File: src/rtl/sfp_pkg.sv
// Shared constants and types for the serial frame port.
// Assumes a single serial clock domain for the whole port.
package sfp_pkg;
    localparam int SFP_WORD_W = 16;
    localparam int SFP_ADDR_W = 7;
    localparam int SFP_DATA_W = 8;
    localparam int SFP_NREGS  = 8;

    typedef enum logic {
        FRM_DATA = 1'b0,
        FRM_CTRL = 1'b1
    } frame_kind_e;
endpackage

File: src/rtl/sfp_deser.sv
// Input deserializer: counts the bits of one frame after the sync pulse and
// shifts sdin in MSB first on rising edges. Assumes a new sync pulse
// restarts the frame.
module sfp_deser #(
    parameter int WORD_W = sfp_pkg::SFP_WORD_W,
    parameter int HEAD_W = sfp_pkg::SFP_ADDR_W,
    localparam int CNT_W = $clog2(WORD_W)
) (
    input  logic              sclk,
    input  logic              rst_n,
    input  logic              fsync,
    input  logic              sdin,
    output logic              active,
    output logic [CNT_W-1:0]  bit_idx,
    output logic              word_done,
    output logic [WORD_W-1:0] word_full,
    output logic [HEAD_W-1:0] head_bits
);
    localparam logic [CNT_W-1:0] LAST = CNT_W'(WORD_W - 1);

    logic [WORD_W-2:0] shift_q;

    // Frame bit counter and shift register.
    always_ff @(posedge sclk) begin
        if (!rst_n) begin
            active  <= 1'b0;
            bit_idx <= '0;
            shift_q <= '0;
        end else if (fsync) begin
            active  <= 1'b1;
            bit_idx <= '0;
        end else if (active) begin
            shift_q <= {shift_q[WORD_W-3:0], sdin};
            bit_idx <= bit_idx + 1'b1;
            if (bit_idx == LAST) begin
                active <= 1'b0;
            end
        end
    end

    // Completed word including the bit on the pins at this edge.
    always_comb begin
        word_done = active && !fsync && (bit_idx == LAST);
        word_full = {shift_q, sdin};
        head_bits = shift_q[HEAD_W-1:0];
    end


    frame_start_chk: assert property (@(posedge sclk) disable iff (!rst_n)
        $rose(active) |-> $past(fsync));
endmodule

File: src/rtl/sfp_regfile.sv
// Byte-wide register file for control frames. Only NREGS low addresses
// exist: writes above them are dropped and reads return zero. Register 1
// bits 0 and 1 are brought out as mode outputs.
module sfp_regfile #(
    parameter int ADDR_W = sfp_pkg::SFP_ADDR_W,
    parameter int DATA_W = sfp_pkg::SFP_DATA_W,
    parameter int NREGS  = sfp_pkg::SFP_NREGS,
    localparam int IDX_W = $clog2(NREGS)
) (
    input  logic              sclk,
    input  logic              rst_n,
    input  logic              wr_en,
    input  logic [ADDR_W-1:0] wr_addr,
    input  logic [DATA_W-1:0] wr_data,
    input  logic [ADDR_W-1:0] rd_addr,
    output logic [DATA_W-1:0] rd_data,
    output logic              cfg_hc,
    output logic              cfg_pos
);
    logic [NREGS-1:0][DATA_W-1:0] regs;

    // Register storage with an address-range qualified write.
    always_ff @(posedge sclk) begin
        if (!rst_n) begin
            regs <= '0;
        end else if (wr_en) begin
            for (int i = 0; i < NREGS; i++) begin
                if (wr_addr == ADDR_W'(i)) begin
                    regs[i] <= wr_data;
                end
            end
        end
    end

    // Read mux returning zero above the implemented range.
    always_comb begin
        if (rd_addr < ADDR_W'(NREGS)) begin
            rd_data = regs[rd_addr[IDX_W-1:0]];
        end else begin
            rd_data = '0;
        end
        cfg_hc  = regs[1][0];
        cfg_pos = regs[1][1];
    end


    unimpl_write_chk: assert property (@(posedge sclk) disable iff (!rst_n)
        (wr_en && (wr_addr >= ADDR_W'(NREGS))) |=> $stable(regs));

    mode_write_chk: assert property (@(posedge sclk) disable iff (!rst_n)
        (wr_en && (wr_addr == ADDR_W'(1))) |=> (cfg_hc == $past(wr_data[0])
                                               && cfg_pos == $past(wr_data[1])));
endmodule

File: src/rtl/sfp_ser.sv
// Output serializer. Loads the outgoing word at the sync edge and patches in
// the register byte once a control header is known. It then drives sdout on
// falling edges so that the host samples a stable bit on the next rising edge.
module sfp_ser #(
    parameter int WORD_W = sfp_pkg::SFP_WORD_W,
    parameter int DATA_W = sfp_pkg::SFP_DATA_W,
    localparam int CNT_W = $clog2(WORD_W)
) (
    input  logic              sclk,
    input  logic              rst_n,
    input  logic              fsync,
    input  logic              load_ctrl,
    input  logic [WORD_W-1:0] rx_code,
    input  logic              active,
    input  logic [CNT_W-1:0]  bit_idx,
    input  logic              rd_phase,
    input  logic              rd_is_read,
    input  logic [DATA_W-1:0] rd_data,
    output logic              sdout
);
    localparam logic [CNT_W-1:0] LAST = CNT_W'(WORD_W - 1);

    logic [WORD_W-1:0] out_word;
    logic              next_bit;

    // Outgoing word: sample at sync, register byte after the header.
    always_ff @(posedge sclk) begin
        if (!rst_n) begin
            out_word <= '0;
        end else if (fsync) begin
            out_word <= load_ctrl ? '0 : rx_code;
        end else if (rd_phase) begin
            out_word[DATA_W-1:0] <= rd_is_read ? rd_data : '0;
        end
    end

    // Bit selected for the current position, zero when idle.
    always_comb begin
        next_bit = active ? out_word[LAST - bit_idx] : 1'b0;
    end

    // Falling-edge output register.
    always_ff @(negedge sclk) begin
        if (!rst_n) begin
            sdout <= 1'b0;
        end else begin
            sdout <= next_bit;
        end
    end


    idle_low_chk: assert property (@(posedge sclk) disable iff (!rst_n)
        (!active && !$past(active)) |-> !sdout);
endmodule

File: src/rtl/sfp_port.sv
// Top of the serial data/control frame port. Decides whether each frame is a
// data or control frame, delivers transmit samples, and executes register
// reads and writes. Frame timing (fsync) comes from an external scheduler.
module sfp_port #(
    parameter int WORD_W = sfp_pkg::SFP_WORD_W,
    parameter int ADDR_W = sfp_pkg::SFP_ADDR_W,
    parameter int DATA_W = sfp_pkg::SFP_DATA_W,
    parameter int NREGS  = sfp_pkg::SFP_NREGS
) (
    input  logic              sclk,
    input  logic              rst_n,
    input  logic              fsync,
    input  logic              sdin,
    output logic              sdout,
    input  logic [WORD_W-1:0] rx_code,
    output logic [WORD_W-1:0] tx_code,
    output logic              tx_code_stb,
    output logic              ctl_frame_due,
    output logic              hw_ctl_mode,
    output logic              ctl_quarter_pos
);
    import sfp_pkg::*;
    localparam int CNT_W = $clog2(WORD_W);
    localparam logic [CNT_W-1:0] HDR_LAST = CNT_W'(ADDR_W);

    logic              active;
    logic [CNT_W-1:0]  bit_idx;
    logic              word_done;
    logic [WORD_W-1:0] word_full;
    logic [ADDR_W-1:0] head_bits;
    frame_kind_e       frame_q;
    logic              due_q;
    logic              last_ctrl_q;
    logic              wr_en;
    logic [ADDR_W-1:0] rd_addr;
    logic              rd_phase;
    logic              rd_is_read;
    logic [DATA_W-1:0] rd_data;

    sfp_deser #(.WORD_W(WORD_W), .HEAD_W(ADDR_W)) u_deser (
        .sclk(sclk), .rst_n(rst_n), .fsync(fsync), .sdin(sdin),
        .active(active), .bit_idx(bit_idx), .word_done(word_done),
        .word_full(word_full), .head_bits(head_bits)
    );

    // Control word decode and header lookup.
    always_comb begin
        wr_en      = word_done && (frame_q == FRM_CTRL) && !word_full[WORD_W-1];
        rd_addr    = {head_bits[ADDR_W-2:0], sdin};
        rd_is_read = head_bits[ADDR_W-1];
        rd_phase   = active && !fsync && (frame_q == FRM_CTRL) && (bit_idx == HDR_LAST);
    end

    sfp_regfile #(.ADDR_W(ADDR_W), .DATA_W(DATA_W), .NREGS(NREGS)) u_regs (
        .sclk(sclk), .rst_n(rst_n), .wr_en(wr_en),
        .wr_addr(word_full[WORD_W-2 -: ADDR_W]), .wr_data(word_full[DATA_W-1:0]),
        .rd_addr(rd_addr), .rd_data(rd_data),
        .cfg_hc(hw_ctl_mode), .cfg_pos(ctl_quarter_pos)
    );

    sfp_ser #(.WORD_W(WORD_W), .DATA_W(DATA_W)) u_ser (
        .sclk(sclk), .rst_n(rst_n), .fsync(fsync), .load_ctrl(due_q),
        .rx_code(rx_code), .active(active), .bit_idx(bit_idx),
        .rd_phase(rd_phase), .rd_is_read(rd_is_read), .rd_data(rd_data),
        .sdout(sdout)
    );

    // Frame kind, control request tracking and sample delivery.
    always_ff @(posedge sclk) begin
        if (!rst_n) begin
            frame_q     <= FRM_DATA;
            due_q       <= 1'b0;
            last_ctrl_q <= 1'b0;
            tx_code     <= '0;
            tx_code_stb <= 1'b0;
        end else begin
            tx_code_stb <= 1'b0;
            if (fsync) begin
                frame_q <= due_q ? FRM_CTRL : FRM_DATA;
            end
            if (word_done) begin
                if (frame_q == FRM_DATA) begin
                    tx_code     <= hw_ctl_mode ? word_full : {word_full[WORD_W-1:1], 1'b0};
                    tx_code_stb <= 1'b1;
                    due_q       <= hw_ctl_mode | word_full[0];
                    last_ctrl_q <= 1'b0;
                end else begin
                    due_q       <= 1'b0;
                    last_ctrl_q <= 1'b1;
                end
            end
        end
    end

    always_comb ctl_frame_due = due_q;


    stb_single_chk: assert property (@(posedge sclk) disable iff (!rst_n)
        tx_code_stb |=> !tx_code_stb);

    sw_lsb_clear_chk: assert property (@(posedge sclk) disable iff (!rst_n)
        (tx_code_stb && !hw_ctl_mode) |-> !tx_code[0]);

    hw_due_chk: assert property (@(posedge sclk) disable iff (!rst_n)
        (tx_code_stb && hw_ctl_mode) |-> ctl_frame_due);

    no_double_ctrl_chk: assert property (@(posedge sclk) disable iff (!rst_n)
        (fsync && ctl_frame_due) |-> !last_ctrl_q);

    ctrl_high_zero_chk: assert property (@(posedge sclk) disable iff (!rst_n)
        (active && frame_q == FRM_CTRL && bit_idx <= HDR_LAST) |-> !sdout);
endmodule

File: config.mk
export PLATFORM = sky130hd
export DESIGN_NAME = sfp_port
export DESIGN_NICKNAME = d
export VERILOG_FILES = /design/src/rtl/sfp_pkg.sv /design/src/rtl/sfp_deser.sv /design/src/rtl/sfp_regfile.sv /design/src/rtl/sfp_ser.sv /design/src/rtl/sfp_port.sv
export SDC_FILE = /design/constraint.sdc
export NUM_CORES = 1
export LEC_CHECK = 0
export BUFFER_PORTS_ARGS = -buffer_cell sky130_fd_sc_hd__buf_4
export CAP_MARGIN = 20
export CORE_MARGIN = 3
export CORE_UTILIZATION = 50
export CTS_BUF_LIST = sky130_fd_sc_hd__clkbuf_2
export CTS_CLUSTER_SIZE = 10
export DETAILED_ROUTE_END_ITERATION = 8
export PLACE_DENSITY = 0.71
export SLEW_MARGIN = 20
export SYNTH_ARGS = -nofsm -noshare
export SYNTH_HDL_FRONTEND = slang
export SYNTH_SLANG_ARGS = --single-unit
File: constraint.sdc
create_clock -name sclk -period 2.03 [get_ports sclk]
set_clock_uncertainty 0.1 [all_clocks]
set_input_delay 0.203 -clock sclk [delete_from_list [all_inputs] [get_ports sclk]]
set_output_delay 0.203 -clock sclk [all_outputs]
set_load 0.02 [all_outputs]
==> impl_metrics.py <==
metrics = {
    "run_status": {
        "status": "finished, violations left",
        "violations": "setup timing",
    },
    "global_route": {
        "grt_usage_pct": 22.1,
        "grt_max_degree": 110,
        "grt_pass1_wl_um": 20000,
        "grt-busiest-layer": "met2",
        "grtUsageMet1_pct": 26.3,
        "grt-ovfl-total": 0,
        "grtUsageMet2_pct": 38.9,
        "antenna_found_initial": 0,
        "use_met3_pct": 4.56,
        "grt_pass1_vias": 4091,
    },
    "critical_path": {
        "reg2reg_from": "u_deser.bit_idx[1]$_SDFFE_PP0P_",
        "endpoint_kind": "register",
        "slowest_stage": "mux4_2",
        "worst_setup_path_start_kind": "register",
        "worstPathCellList": "mux4_2 > mux2i_1 > o22ai_1",
        "worst-path-buf-inv": 0,
        "critical_path_class": "register to register",
        "cp_top_family": "multiplexers",
        "r2r_cells": 3,
        "worstPathMaxFanout": 4,
        "worstPathRequired_ns": 1.41,
        "max_stage_delay_ns": 0.50,
        "rr_endpoint": "u_ser.sdout$_SDFF_NN0_",
        "arrival_ns": 1.85,
        "r2r_slack_ns": -0.44,
    },
    "clock_tree": {
        "htreeDepth": 4,
        "cts.clk_slew.worst_paths_ns": 0.19,
        "clock_path_buffers": 2,
        "clk_latency_ns": 0.64,
        "cts_tree": "yes",
        "clockRootBuffer": "clkbuf_2",
        "numCtsBuffers": 17,
        "clock_sinks": 120,
    },
    "power_and_ir_drop": {
        "p_clk_share_pct": 38.3,
        "comb_power_share_pct": 6.2,
        "p_per_area_nw_per_um2": 674,
        "ir_worst_vdd_v": 0.000358,
        "cellLeakagePower_nw": 2.68,
        "p_sw_mw": 1.09,
        "power_frac_seq_pct": 55.5,
        "power.internal_mw": 3.23,
        "netSwitchingFraction_pct": 25.2,
    },
    "hold_path": {
        "whs_path_depth": 4,
        "hold_path_class": "input port to register",
        "min_from": "rx_code[1]",
        "min_to": "u_ser.out_word[1]$_SDFFE_PN0P_",
    },
    "synthesis": {
        "syn_inst": 504,
        "synth_simple_gate_area_share_pct": 18.4,
        "ys_types": 42,
        "synth_edf_count": 0,
        "synth_ff_type": "dfxtp_1",
        "synth-adder-area-share_pct": 0.243,
        "synthTopCellsByArea": "dfxtp_1 47%, mux2i_1 13%, nand2_1 9.8%",
        "syn_area_sq_um": 5150,
        "async_reset_ff_share_pct": 0,
        "synth_top_family_by_area": "multiplexers",
        "syn_area_per_cell_sq_um": 10.2,
        "synthMuxAreaShare_pct": 23.7,
        "yosys-top-cells-count": "134 x nand2_1, 120 x dfxtp_1, 68 x mux2i_1",
        "synth_seq_cells": 120,
        "synth_top_cell_by_area": "dfxtp_1",
        "synth-seq-area-share_pct": 46.6,
        "synth-xor-area-share_pct": 0.510,
        "yosysTopAreaCellShare_pct": 46.6,
        "synth_warnings": 0,
        "syn_nets": 525,
        "synth-compound-area-share_pct": 7.53,
        "synth.most_common_cell": "nand2_1",
    },
    "drt": {
        "drc": 0,
        "drtPass1Iterations": 4,
        "viasPerCell": 5.29,
        "wirelength_um": 11900,
        "vias": 3923,
        "drt_iter0_markers": 216,
        "drtAntennaViolNets": 0,
        "wl_per_cell_um": 16.0,
    },
    "sta": {
        "relSlewSlack_pct": 61.0,
        "rsz0062_at_grt": "yes",
        "setup_viol": 2,
        "timing.hold.ws_ns": 0.327,
        "setup_tns_ns": -0.777,
        "worst_pin_slew_ns": 0.583,
        "hold_viol": 0,
        "post-route-worst-setup-slack_ns": -0.439,
        "drv_slew": 0,
    },
    "die": {
        "die_area_sq_um": 11600,
        "fp-row-count": 36,
        "fp.dieH_um": 108,
        "fp.dieW_um": 108,
        "initial_core_util_pct": 52.0,
        "fp.coreArea_sq_um": 9910,
        "pin_count": 41,
    },
    "place": {
        "pre_cts_slack_ns": -0.339,
        "io_buffers": 40,
        "dpl_cell_area_sq_um": 5800,
        "gp_congestion": 0.785,
        "hpwl_um": 7550,
    },
    "finish": {
        "layout.nets": 616,
        "design_area_sq_um": 6400,
        "diodes": 0,
        "final.fill_count": 785,
        "area_growth_pct": 24.2,
        "layout-drive-gt1-share_pct": 26.5,
    },
    "flow_run": {
        "maxCapViolCount": 0,
    },
}
[sequential cells by signal, summed over array words and instances, names as in the netlist]
register         count
u_ser.out_word      16
tx_code_stb          1
u_ser.sdout          1
u_regs.regs         62
u_deser.bit_idx      4
u_regs.cfg_pos       1
ctl_frame_due        1
frame_q              1
u_deser.shift_q     15
u_regs.cfg_hc        1
u_deser.active       1
tx_code             16
[worst max-delay path by stage]
| stage | startpoint | endpoint | slack [ns] | depth (start not counted) |
|---|---|---|---|---|
| floorplan | u_deser.bit_idx[0]$_SDFFE_PP0P_ | u_ser.sdout$_SDFF_NN0_ | -0.34 | 4 |
| global placement | u_deser.bit_idx[0]$_SDFFE_PP0P_ | u_ser.sdout$_SDFF_NN0_ | -0.32 | 3 |
| detailed placement | u_deser.bit_idx[0]$_SDFFE_PP0P_ | u_ser.sdout$_SDFF_NN0_ | -0.34 | 3 |
| CTS | u_deser.bit_idx[0]$_SDFFE_PP0P_ | u_ser.sdout$_SDFF_NN0_ | -0.40 | 3 |
| global route | u_deser.bit_idx[0]$_SDFFE_PP0P_ | u_ser.sdout$_SDFF_NN0_ | -0.51 | 3 |
| finish | u_deser.bit_idx[1]$_SDFFE_PP0P_ | u_ser.sdout$_SDFF_NN0_ | -0.44 | 3 |
[worst register-to-register path: stages, from the launching register on]
cell and delay, ns:
dfxtp_4 0.42, mux4_2 0.50, mux2i_1 0.19, o22ai_1 0.10
[per-stage QoR]
stage | std cells | power (mW) | utilization, %
global placement | 680 | 2.66 | 58.5
global route | 741 | 4.49 | 64.6
detailed placement | 680 | 2.66 | 58.5
floorplan | 504 | 2.58 | -
finish | 741 | 4.31 | 64.6
CTS | 739 | 4.35 | 64.2
[routing by layer]
| metal | vias up | routed length, um |
|---|---|---|
| met5 | - | 0 |
| met4 | 0 | 175 |
| met3 | 12 | 457 |
| met2 | 59 | 6020 |
| met1 | 1914 | 5210 |
| li1 | 1938 | - |
[cell usage in the layout, fill, tap and decap left out, drive strengths merged, types with 2 or more instances in the layout]
cell         netlist  routed
clkinv             0       6
inv                2       4
clkbuf            22      18
nor3               2       2
bufinv             0       3
a21oi              9       9
buf               10      77
nand2b             2       2
mux2               8       8
dlygate4sd3        0      27
nand4              2       2
a21boi            32      32
nor2b             20      20
or3b               2       2
nand2            140     140
mux2i             68      68
nand3              3       3
xor2               2       2
or3                2       2
a221o              8       8
nor3b              2       2
nor4               3       3
nor2               7       7
and4b              2       2
mux4              20      20
clkinvlp           0       3
and3               8       8
dfxtp            120     120
[power groups by stage]
stage | Combinational [mW] | Sequential [mW] | Clock, mW
finish | 0.267 | 2.39 | 1.65
global route | 0.288 | 2.40 | 1.80
CTS | 0.261 | 2.39 | 1.69
detailed placement | 0.214 | 2.44 | 0.00617
global placement | 0.211 | 2.44 | 0.00617
floorplan | 0.132 | 2.44 | 0.00617
[timing repair]
item | in CTS | in global routing
endpoints found under the hold margin | 96 | 0
pin swaps | 4 | 4
hold buffers | 27 | 0
endpoints found under the setup margin | 67 | 73
resized for setup | 7 | 9
buffers inserted | 0 | 2
[kinds of logic after synthesis]
group / after synthesis
mux: 96
flops: 120
xor+xnor: 3
buf+inv: 34
compound gates: 52
fa+ha+maj: 1
simple gates: 198
[cell type report]
| cell class | count | area [sq um] | area share (%) |
|---|---|---|---|
| clock buffers | 18 | 90.1 | 1.41 |
| clock inverters | 15 | 179 | 2.80 |
| inverters | 1 | 3.75 | 0.0587 |
| multi-input cells | 350 | 2630 | 41.1 |
| flip-flops and latches | 120 | 2410 | 37.7 |
| well taps | 133 | 166 | 2.60 |
| repair buffers | 104 | 915 | 14.3 |
Power figures use the tool's default switching activity.
